<file path="config.mk">
export PLATFORM = sky130hd
export DESIGN_NAME = ptmr_timer
export DESIGN_NICKNAME = d
export VERILOG_FILES = /design/src/rtl/ptmr_pkg.sv /design/src/rtl/ptmr_extsync.sv /design/src/rtl/ptmr_prescale.sv /design/src/rtl/ptmr_counter.sv /design/src/rtl/ptmr_rdlatch.sv /design/src/rtl/ptmr_timer.sv
export SDC_FILE = /design/constraint.sdc
export NUM_CORES = 1
export LEC_CHECK = 0
export ABC_AREA = 1
export BUFFER_PORTS_ARGS = -buffer_cell sky130_fd_sc_hd__buf_4
export CAP_MARGIN = 0
export CORE_MARGIN = 8
export CORE_UTILIZATION = 55
export CTS_CLUSTER_SIZE = 14
export DETAILED_ROUTE_END_ITERATION = 7
export PLACE_DENSITY = 0.75
export SYNTH_ARGS = -nofsm -noshare
export SYNTH_HDL_FRONTEND = slang
export SYNTH_SLANG_ARGS = --single-unit
export TNS_END_PERCENT = 10
</file>
<file path="constraint.sdc">
create_clock -name clk -period 2.27 [get_ports clk]
set_clock_uncertainty 0.1 [all_clocks]
set_input_delay 0.1135 -clock clk [delete_from_list [all_inputs] [get_ports clk]]
set_output_delay 0.1135 -clock clk [all_outputs]
set_load 0.005 [all_outputs]
</file>
<file path="src/rtl/ptmr_pkg.sv">
package ptmr_pkg;

    localparam int DEF_DATA_W  = 8;
    localparam int DEF_PRE_W   = 6;
    localparam int DEF_SEL_W   = 3;
    localparam int DEF_SYNC_N  = 2;

    // control register bit positions
    localparam int BIT_HALT = 3;
    localparam int BIT_CLR  = 4;

    typedef enum logic [1:0] {
        A_CTRL   = 2'd0,
        A_CNT_HI = 2'd1,
        A_CNT_LO = 2'd2,
        A_NONE   = 2'd3
    } reg_addr_e;

    typedef struct packed {
        logic                 halt;
        logic [DEF_SEL_W-1:0] sel;
    } ctrl_t;

    function automatic logic sel_is_ext(input logic [DEF_SEL_W-1:0] sel);
        return sel == {DEF_SEL_W{1'b1}};
    endfunction

endpackage

</file>
<file path="src/rtl/ptmr_extsync.sv">
module ptmr_extsync #(
    parameter int STAGES = 2
) (
    input  logic clk,
    input  logic rst,
    input  logic async_in,
    output logic rise
);
    logic [STAGES:0] sh_q;

    always_ff @(posedge clk) begin
        if (rst) sh_q <= '0;
        else     sh_q <= {sh_q[STAGES-1:0], async_in};
    end

    assign rise = sh_q[STAGES-1] & ~sh_q[STAGES];
endmodule

</file>
<file path="src/rtl/ptmr_prescale.sv">
module ptmr_prescale #(
    parameter int PRE_W = 6,
    parameter int SEL_W = 3
) (
    input  logic             clk,
    input  logic             rst,
    input  logic             clr,
    input  logic             halt,
    input  logic [SEL_W-1:0] sel,
    input  logic             ext_rise,
    output logic             tick
);
    localparam logic [PRE_W:0] ONE = {{PRE_W{1'b0}}, 1'b1};

    logic [PRE_W-1:0] pre_q;
    logic [PRE_W:0]   one_hot;
    logic [PRE_W:0]   mask_w;
    logic             div_tick;

    always_ff @(posedge clk) begin
        if (rst || clr)  pre_q <= '0;
        else if (!halt)  pre_q <= pre_q + 1'b1;
    end

    // low k bits of the phase all ones marks the last cycle of a 2^k period
    always_comb begin
        one_hot  = ONE << sel;
        mask_w   = one_hot - ONE;
        div_tick = &(pre_q | ~mask_w[PRE_W-1:0]);
    end

    assign tick = !halt && (ptmr_pkg::sel_is_ext(sel) ? ext_rise : div_tick);
endmodule

</file>
<file path="src/rtl/ptmr_counter.sv">
module ptmr_counter #(
    parameter int CNT_W = 16
) (
    input  logic             clk,
    input  logic             rst,
    input  logic             clr,
    input  logic             tick,
    output logic [CNT_W-1:0] cnt
);
    always_ff @(posedge clk) begin
        if (rst || clr) cnt <= '0;
        else if (tick)  cnt <= cnt + 1'b1;
    end
endmodule

</file>
<file path="src/rtl/ptmr_rdlatch.sv">
module ptmr_rdlatch #(
    parameter int DATA_W = 8
) (
    input  logic              clk,
    input  logic              rst,
    input  logic              rd_hi,
    input  logic              rd_lo,
    input  logic [DATA_W-1:0] live_lo,
    output logic              held,
    output logic [DATA_W-1:0] buf_lo,
    output logic [DATA_W-1:0] lo_out
);
    always_ff @(posedge clk) begin
        if (rst) begin
            held   <= 1'b0;
            buf_lo <= '0;
        end else if (rd_lo) begin
            held   <= 1'b0;
        end else if (rd_hi && !held) begin
            held   <= 1'b1;
            buf_lo <= live_lo;
        end
    end

    assign lo_out = held ? buf_lo : live_lo;
endmodule

</file>
<file path="src/rtl/ptmr_timer.sv">
module ptmr_timer
    import ptmr_pkg::*;
#(
    parameter int DATA_W = DEF_DATA_W,
    parameter int PRE_W  = DEF_PRE_W,
    parameter int SYNC_N = DEF_SYNC_N
) (
    input  logic              clk,
    input  logic              rst,
    input  logic              ext_clk,
    input  logic [1:0]        reg_addr,
    input  logic              wr_en,
    input  logic [DATA_W-1:0] wr_data,
    input  logic              rd_en,
    output logic [DATA_W-1:0] rd_data
);
    localparam int CNT_W = 2 * DATA_W;
    localparam int SEL_W = DEF_SEL_W;

    reg_addr_e         addr_w;
    ctrl_t             ctrl_q;
    logic              clr_w;
    logic              ext_rise;
    logic              tick;
    logic [CNT_W-1:0]  cnt;
    logic              lat_held;
    logic [DATA_W-1:0] lat_buf;
    logic [DATA_W-1:0] lo_out;
    logic              halt_w;
    logic              unused_wbits;

    assign addr_w       = reg_addr_e'(reg_addr);
    assign clr_w        = wr_en && addr_w == A_CTRL && wr_data[BIT_CLR];
    assign halt_w       = ctrl_q.halt;
    assign unused_wbits = ^wr_data[DATA_W-1:BIT_CLR+1];

    always_ff @(posedge clk) begin
        if (rst) begin
            ctrl_q <= '0;
        end else if (wr_en && addr_w == A_CTRL) begin
            ctrl_q.sel  <= wr_data[SEL_W-1:0];
            ctrl_q.halt <= wr_data[BIT_HALT];
        end
    end

    ptmr_extsync #(.STAGES(SYNC_N)) u_sync (
        .clk(clk), .rst(rst), .async_in(ext_clk), .rise(ext_rise)
    );

    ptmr_prescale #(.PRE_W(PRE_W), .SEL_W(SEL_W)) u_pre (
        .clk(clk), .rst(rst), .clr(clr_w), .halt(ctrl_q.halt),
        .sel(ctrl_q.sel), .ext_rise(ext_rise), .tick(tick)
    );

    ptmr_counter #(.CNT_W(CNT_W)) u_cnt (
        .clk(clk), .rst(rst), .clr(clr_w), .tick(tick), .cnt(cnt)
    );

    ptmr_rdlatch #(.DATA_W(DATA_W)) u_lat (
        .clk(clk), .rst(rst),
        .rd_hi(rd_en && addr_w == A_CNT_HI),
        .rd_lo(rd_en && addr_w == A_CNT_LO),
        .live_lo(cnt[DATA_W-1:0]),
        .held(lat_held), .buf_lo(lat_buf), .lo_out(lo_out)
    );

    always_comb begin
        rd_data = '0;
        case (addr_w)
            A_CTRL: begin
                rd_data[SEL_W-1:0] = ctrl_q.sel;
                rd_data[BIT_HALT]  = ctrl_q.halt;
            end
            A_CNT_HI: rd_data = cnt[CNT_W-1:DATA_W];
            A_CNT_LO: rd_data = lo_out;
            default:  rd_data = '0;
        endcase
    end
endmodule

</file>
-- Word level (Yosys, flattened, before mapping)
Cells that the tools add are included.
W data, S select, Z words.
- input bits: 15
- register bits after elaboration: 38
- output and inout port bits: 8
- shift-type cells: 1
- mux-type cells: 4
- bitwise logic cells: 5
- equality and inequality tests: 3
- add/sub/neg operators: 3
- reduce and logical (&&, ||, !) cells: 13
- operators by type and width (cell ; number):
    $add A16 B1 Y16 const B ; 1
    $pmux W4 S3 ; 1
    $mux W8 ; 1
    $pmux W4 S2 ; 1
    $add A6 B1 Y6 const B ; 1
    $logic_and A1 B1 Y1 ; 6
    $not A6 Y6 ; 1
    $or A6 B6 Y6 ; 1
    $reduce_and A6 Y1 ; 1
    $shl A1 B3 Y6 const A ; 1
    $sub A6 B1 Y6 const B ; 1
    $eq A3 B3 Y1 const B ; 1
    $eq A2 B1 Y1 const B ; 1
    $eq A2 B2 Y1 const B ; 1
    $logic_not A1 Y1 ; 2
    $logic_not A2 Y1 ; 1
    $not A1 Y1 ; 2
    $reduce_and A2 Y1 ; 1
    $reduce_or A2 Y1 ; 1
    $and A1 B1 Y1 ; 1
    $logic_or A1 B1 Y1 ; 1
    $mux W1 ; 1

-- Logic depth before layout (Yosys ltp)
- depth after elaboration: 7
- gate-level depth with buffers: 14

-- Modules after synthesis
Synthesis repeated with hierarchy kept, for this count alone.
- cell total of the unflattened synthesis: 352
- area, all modules: 2258.4 µm²
- modules (own cells, without submodules) (module ; area an instance (µm²) ; instances ; cells an instance):
    ptmr_counter ; 792.0 ; 1 ; 117
    ptmr_rdlatch ; 559.3 ; 1 ; 89
    ptmr_prescale ; 420.4 ; 1 ; 66
    ptmr_timer ; 400.4 ; 1 ; 70
    ptmr_extsync ; 86.3 ; 1 ; 10

-- Worst setup path after synthesis
Ideal clock, no wire load.
- kind: reg-to-reg
- start: reg ctrl_q[1] (netlist name)
- end: reg u_cnt.cnt[4]
- clock period less this slack: 1.824 ns
- setup slack: 0.446 ns
- arrival time: 1.601 ns
- data required time: 2.047 ns
- stages on the path, launching flop included: 15
- path through: dfxtp_1 -> buf_6 -> nor2_4 -> nand2_1 -> ha_1 -> nor2_1 -> nor2_1 -> nand2_1 -> nor2_1 -> nand3_2 -> nand2_4 -> nand2_4 -> buf_12 -> nand2_2 -> a21oi_2
- word-level cells in the longest chain between the ends: 7
- elaborated cells between the ends (all ways): 8
- RTL lines (what ; RTL line ; RTL):
    $shl A1 B3 Y6 ; ptmr_prescale.sv:27 ; one_hot = ONE << sel;
    $sub A6 B1 Y6 ; ptmr_prescale.sv:28 ; mask_w = one_hot - ONE;
    $not A6 Y6 ; ptmr_prescale.sv:29 ; div_tick = &(pre_q | ~mask_w[PRE_W-1:0]);
    $or A6 B6 Y6 ; ptmr_prescale.sv:29 ;
    $reduce_and A6 Y1 ; ptmr_prescale.sv:29 ;
    $mux W1 (*) ; ptmr_prescale.sv:32 ; assign tick = !halt && (ptmr_pkg::sel_is_ext(sel) ? ext_rise : div_tick);
    $logic_and A1 B1 Y1 (*) ; ptmr_prescale.sv:32 ;
    to (signal assigned) ; ptmr_counter.sv:12 ; else if (tick) cnt <= cnt + 1'b1;
    to (decl) ; ptmr_counter.sv:8 ; output logic [CNT_W-1:0] cnt
Every way passes the cells marked *; elsewhere a longest branch is shown, timed or not.
A chain may end at the register's enable or synchronous reset.

-- Worst setup path after layout
- start: reg ctrl_q[0] (netlist name)
- end: reg u_cnt.cnt[5]
- word-level cells in the longest chain between the ends: 7
- elaborated cells between the ends (all ways): 8
- RTL lines (what ; RTL line):
    $shl A1 B3 Y6 ; ptmr_prescale.sv:27
    $sub A6 B1 Y6 ; ptmr_prescale.sv:28
    $not A6 Y6 ; ptmr_prescale.sv:29
    $or A6 B6 Y6 ; ptmr_prescale.sv:29
    $reduce_and A6 Y1 ; ptmr_prescale.sv:29
    $mux W1 (*) ; ptmr_prescale.sv:32
    $logic_and A1 B1 Y1 (*) ; ptmr_prescale.sv:32
Marked as above.

==> flow_metrics.py <==
metrics = {
    "route": {
        "ant_nets": 0,
        "routed_wirelength_um": 5161,
        "vias_per_cell": 5.397,
        "drcViolationCount": 0,
        "firstDrtPassIters": 4,
        "wl_per_cell_um": 13.13,
        "drt_iter0_markers": 154,
        "vias": 2121,
    },
    "job": {
        "drv_cap": 0,
    },
    "logic_synthesis": {
        "mappedNetlistArea_mm2": 0.002252,
        "synth_cell_types": 29,
        "ys_seq_elements": 38,
        "syn-num-nets": 341,
        "ys_seq_area_frac": 0.3378,
        "synth.avg_cell_area_um2": 7.060,
        "postSynthCellCount": 319,
        "yosysWarnings": 0,
    },
    "sta": {
        "setup_tns_ps": 0,
        "finalCritPeriodShare": 0.8957,
        "rsz0062_at_grt": "false",
        "finalSetupViolations": 0,
        "tightest_slew_ps": 551.7,
        "fin_crit_ps": 2033,
        "hold_viol": 0,
        "slew_headroom": 0.6317,
        "fmax_mhz": 491.8,
        "maxSlewViolCount": 0,
    },
    "clock_tree": {
        "cts_buffers": 5,
        "clock_sinks": 38,
        "root_buffer": "clkbuf_8",
        "clk_path_buf_depth": 2,
        "clkTransAtPathRegs_ps": 70,
        "clk_latency_ps": 290,
        "tritoncts": "built",
        "cts_resized": 0,
        "htreeDepth": 2,
    },
    "power": {
        "netSwitchingFraction": 0.2777,
        "ir_drop_mv": 0.3266,
        "clockPowerShare": 0.371,
        "pwr_density_cell_mw_per_mm2": 594.2,
        "pwr-share-seq": 0.470,
        "combPwrFrac": 0.159,
        "intPower_mw": 1.105,
        "p_leak_nw": 0.9589,
        "power.switching_uw": 424.7,
    },
    "place": {
        "io_buffers": 19,
        "placed_area_mm2": 0.002415,
        "dpl.hpwl_um": 3646,
        "gp_congestion": 0.8348,
    },
    "status": {
        "status": "finished clean",
    },
    "worst_setup_path": {
        "cp-end-kind": "register",
        "slowest_stage": "dfxtp_1",
        "cp_slowest_stage_delay_ps": 390,
        "arrival_ps": 2110,
        "cp-start-kind": "register",
        "critPathMaxFanout": 16,
        "rr_startpoint": "ctrl_q[0]",
        "timing.critical_path.from": "ctrl_q[0]",
        "critical_path_class": "reg2reg",
        "crit_chain": "nor2_4 -> nand2_1 -> ha_1 -> nor2_1 -> nor2_1 -> nand2_1 -> nor2_1 -> nand3_2 -> nand2_4 -> nand2_4 -> nand2_1 -> a21oi_1",
        "required_ps": 2340,
    },
    "floorplan": {
        "die_y_um": 79.99,
        "core-area_mm2": 0.003971,
        "die_w_um": 79.99,
        "io_pins": 23,
        "die_area_mm2": 0.006398,
        "start_util": 0.5671,
        "rows": 23,
    },
    "final_layout": {
        "design_area_mm2": 0.002574,
        "layout_commonest_cell": "nand2_1",
        "syn2layout_area_growth_pct": 14.28,
        "final_nets": 364,
        "antenna_cells": 0,
        "nFillCells": 360,
        "drive_gt1_frac": 0.1895,
        "layout_common_cells": "nand2_1, dfxtp_1, inv_1",
    },
    "grt": {
        "grt_pass1_vias": 1994,
        "grt-ovfl-total": 0,
        "grt_use_total": 0.1755,
        "antenna_found_initial": 0,
        "grt_pass1_wl_um": 9101,
        "grt_max_degree": 22,
    },
    "worst_hold_path": {
        "min_path_type": "in2reg",
        "worstHoldStart": "wr_data[0]",
    },
}
==> area by class of cell <==
type,instances,area (µm²),share of cell area
clock buffers,5,68.82,0.02674
clock inverters,3,40.04,0.01556
inverters,34,127.6,0.04959
multi-input cells,233,1276,0.4959
flip-flops and latches,38,760.7,0.2956
well taps,50,62.56,0.02431
repair buffers,30,237.7,0.09237
==> registers in the layout, summed over array words and instances, names as in the netlist <==
signal and count:
u_lat.buf_lo 8, u_cnt.cnt 16, halt_w 1, u_pre.pre_q 6, ctrl_q 3, u_sync.sh_q 3
u_lat.held 1
==> cell usage after synthesis, drive strengths merged <==
master	count	share of area
nor3	6	0.013
nor2	28	0.051
clkbuf	4	0.0072
a31oi	4	0.011
o211ai	8	0.027
xnor2	2	0.0078
o21ai	15	0.033
dfxtp	38	0.34
ha	7	0.039
nand3	29	0.069
a21oi	38	0.10
inv	34	0.057
nor3b	1	0.0056
nand3b	2	0.0067
buf	10	0.033
nand2	79	0.15
xor2	9	0.035
nand4	5	0.014
==> final timing paths <==
check | end | slack [ps] | cells after the start
max | u_cnt.cnt[5] | 240 | 12
min reg2reg | u_sync.sh_q[1] | 310 | 2
max reg2reg | u_cnt.cnt[5] | 240 | 12
min | ctrl_q[0] | 8 | 3
==> power groups by stage <==
stage	logic [mW]	clock network, mW	registers, mW
after floorplan	0.199	0	0.722
after global placement	0.228	0	0.732
after detailed placement	0.233	0	0.734
after CTS	0.242	0.578	0.718
after global routing	0.272	0.612	0.722
final	0.243	0.568	0.719
==> cells by family after synthesis <==
kind of cell / synth area share
xor gates and xnor gates: 0.04278
buffers and inverters: 0.09722
AOI/OAI and AO/OA: 0.1722
DFF: 0.3378
adders and majority gates: 0.03889
and+or+nand+nor: 0.3111
==> worst max-delay path: cells and delay by family, from the launching register on <==
kind,cells,cell delay (ps)
AO/OA/AOI/OAI,1,60
adder cells (fa/ha/maj),1,270
flip-flops,1,390
AND/OR/NAND/NOR,10,1100
==> metrics by stage <==
step	worst slack [ps]	util	cells	hold slack, ps	total power, mW
global placement	342.5	0.6081	380	198.9	0.9599
finish	236.7	0.6481	393	7.814	1.529
floorplan	445.9	-	319	84.68	0.9208
global route	57.23	0.6481	393	33.86	1.607
detailed placement	260.8	0.6081	380	200.7	0.9673
CTS	240.9	0.6481	393	8.136	1.539
==> metal layers <==
metal	vias up	part of all wire	track usage
li1	1094	-	-
met3	6	0.044	0.04505
met1	986	0.48	0.2231
met2	35	0.46	0.2813
met4	0	0.012	0.05455
met5	-	0	0
==> timing repair <==
item / CTS / global route
hold endpoints to repair: 5 / 0
buffers inserted: 0 / 0
hold buffers: 5 / 0
No activity file was read; power rests on OpenSTA's default activity.
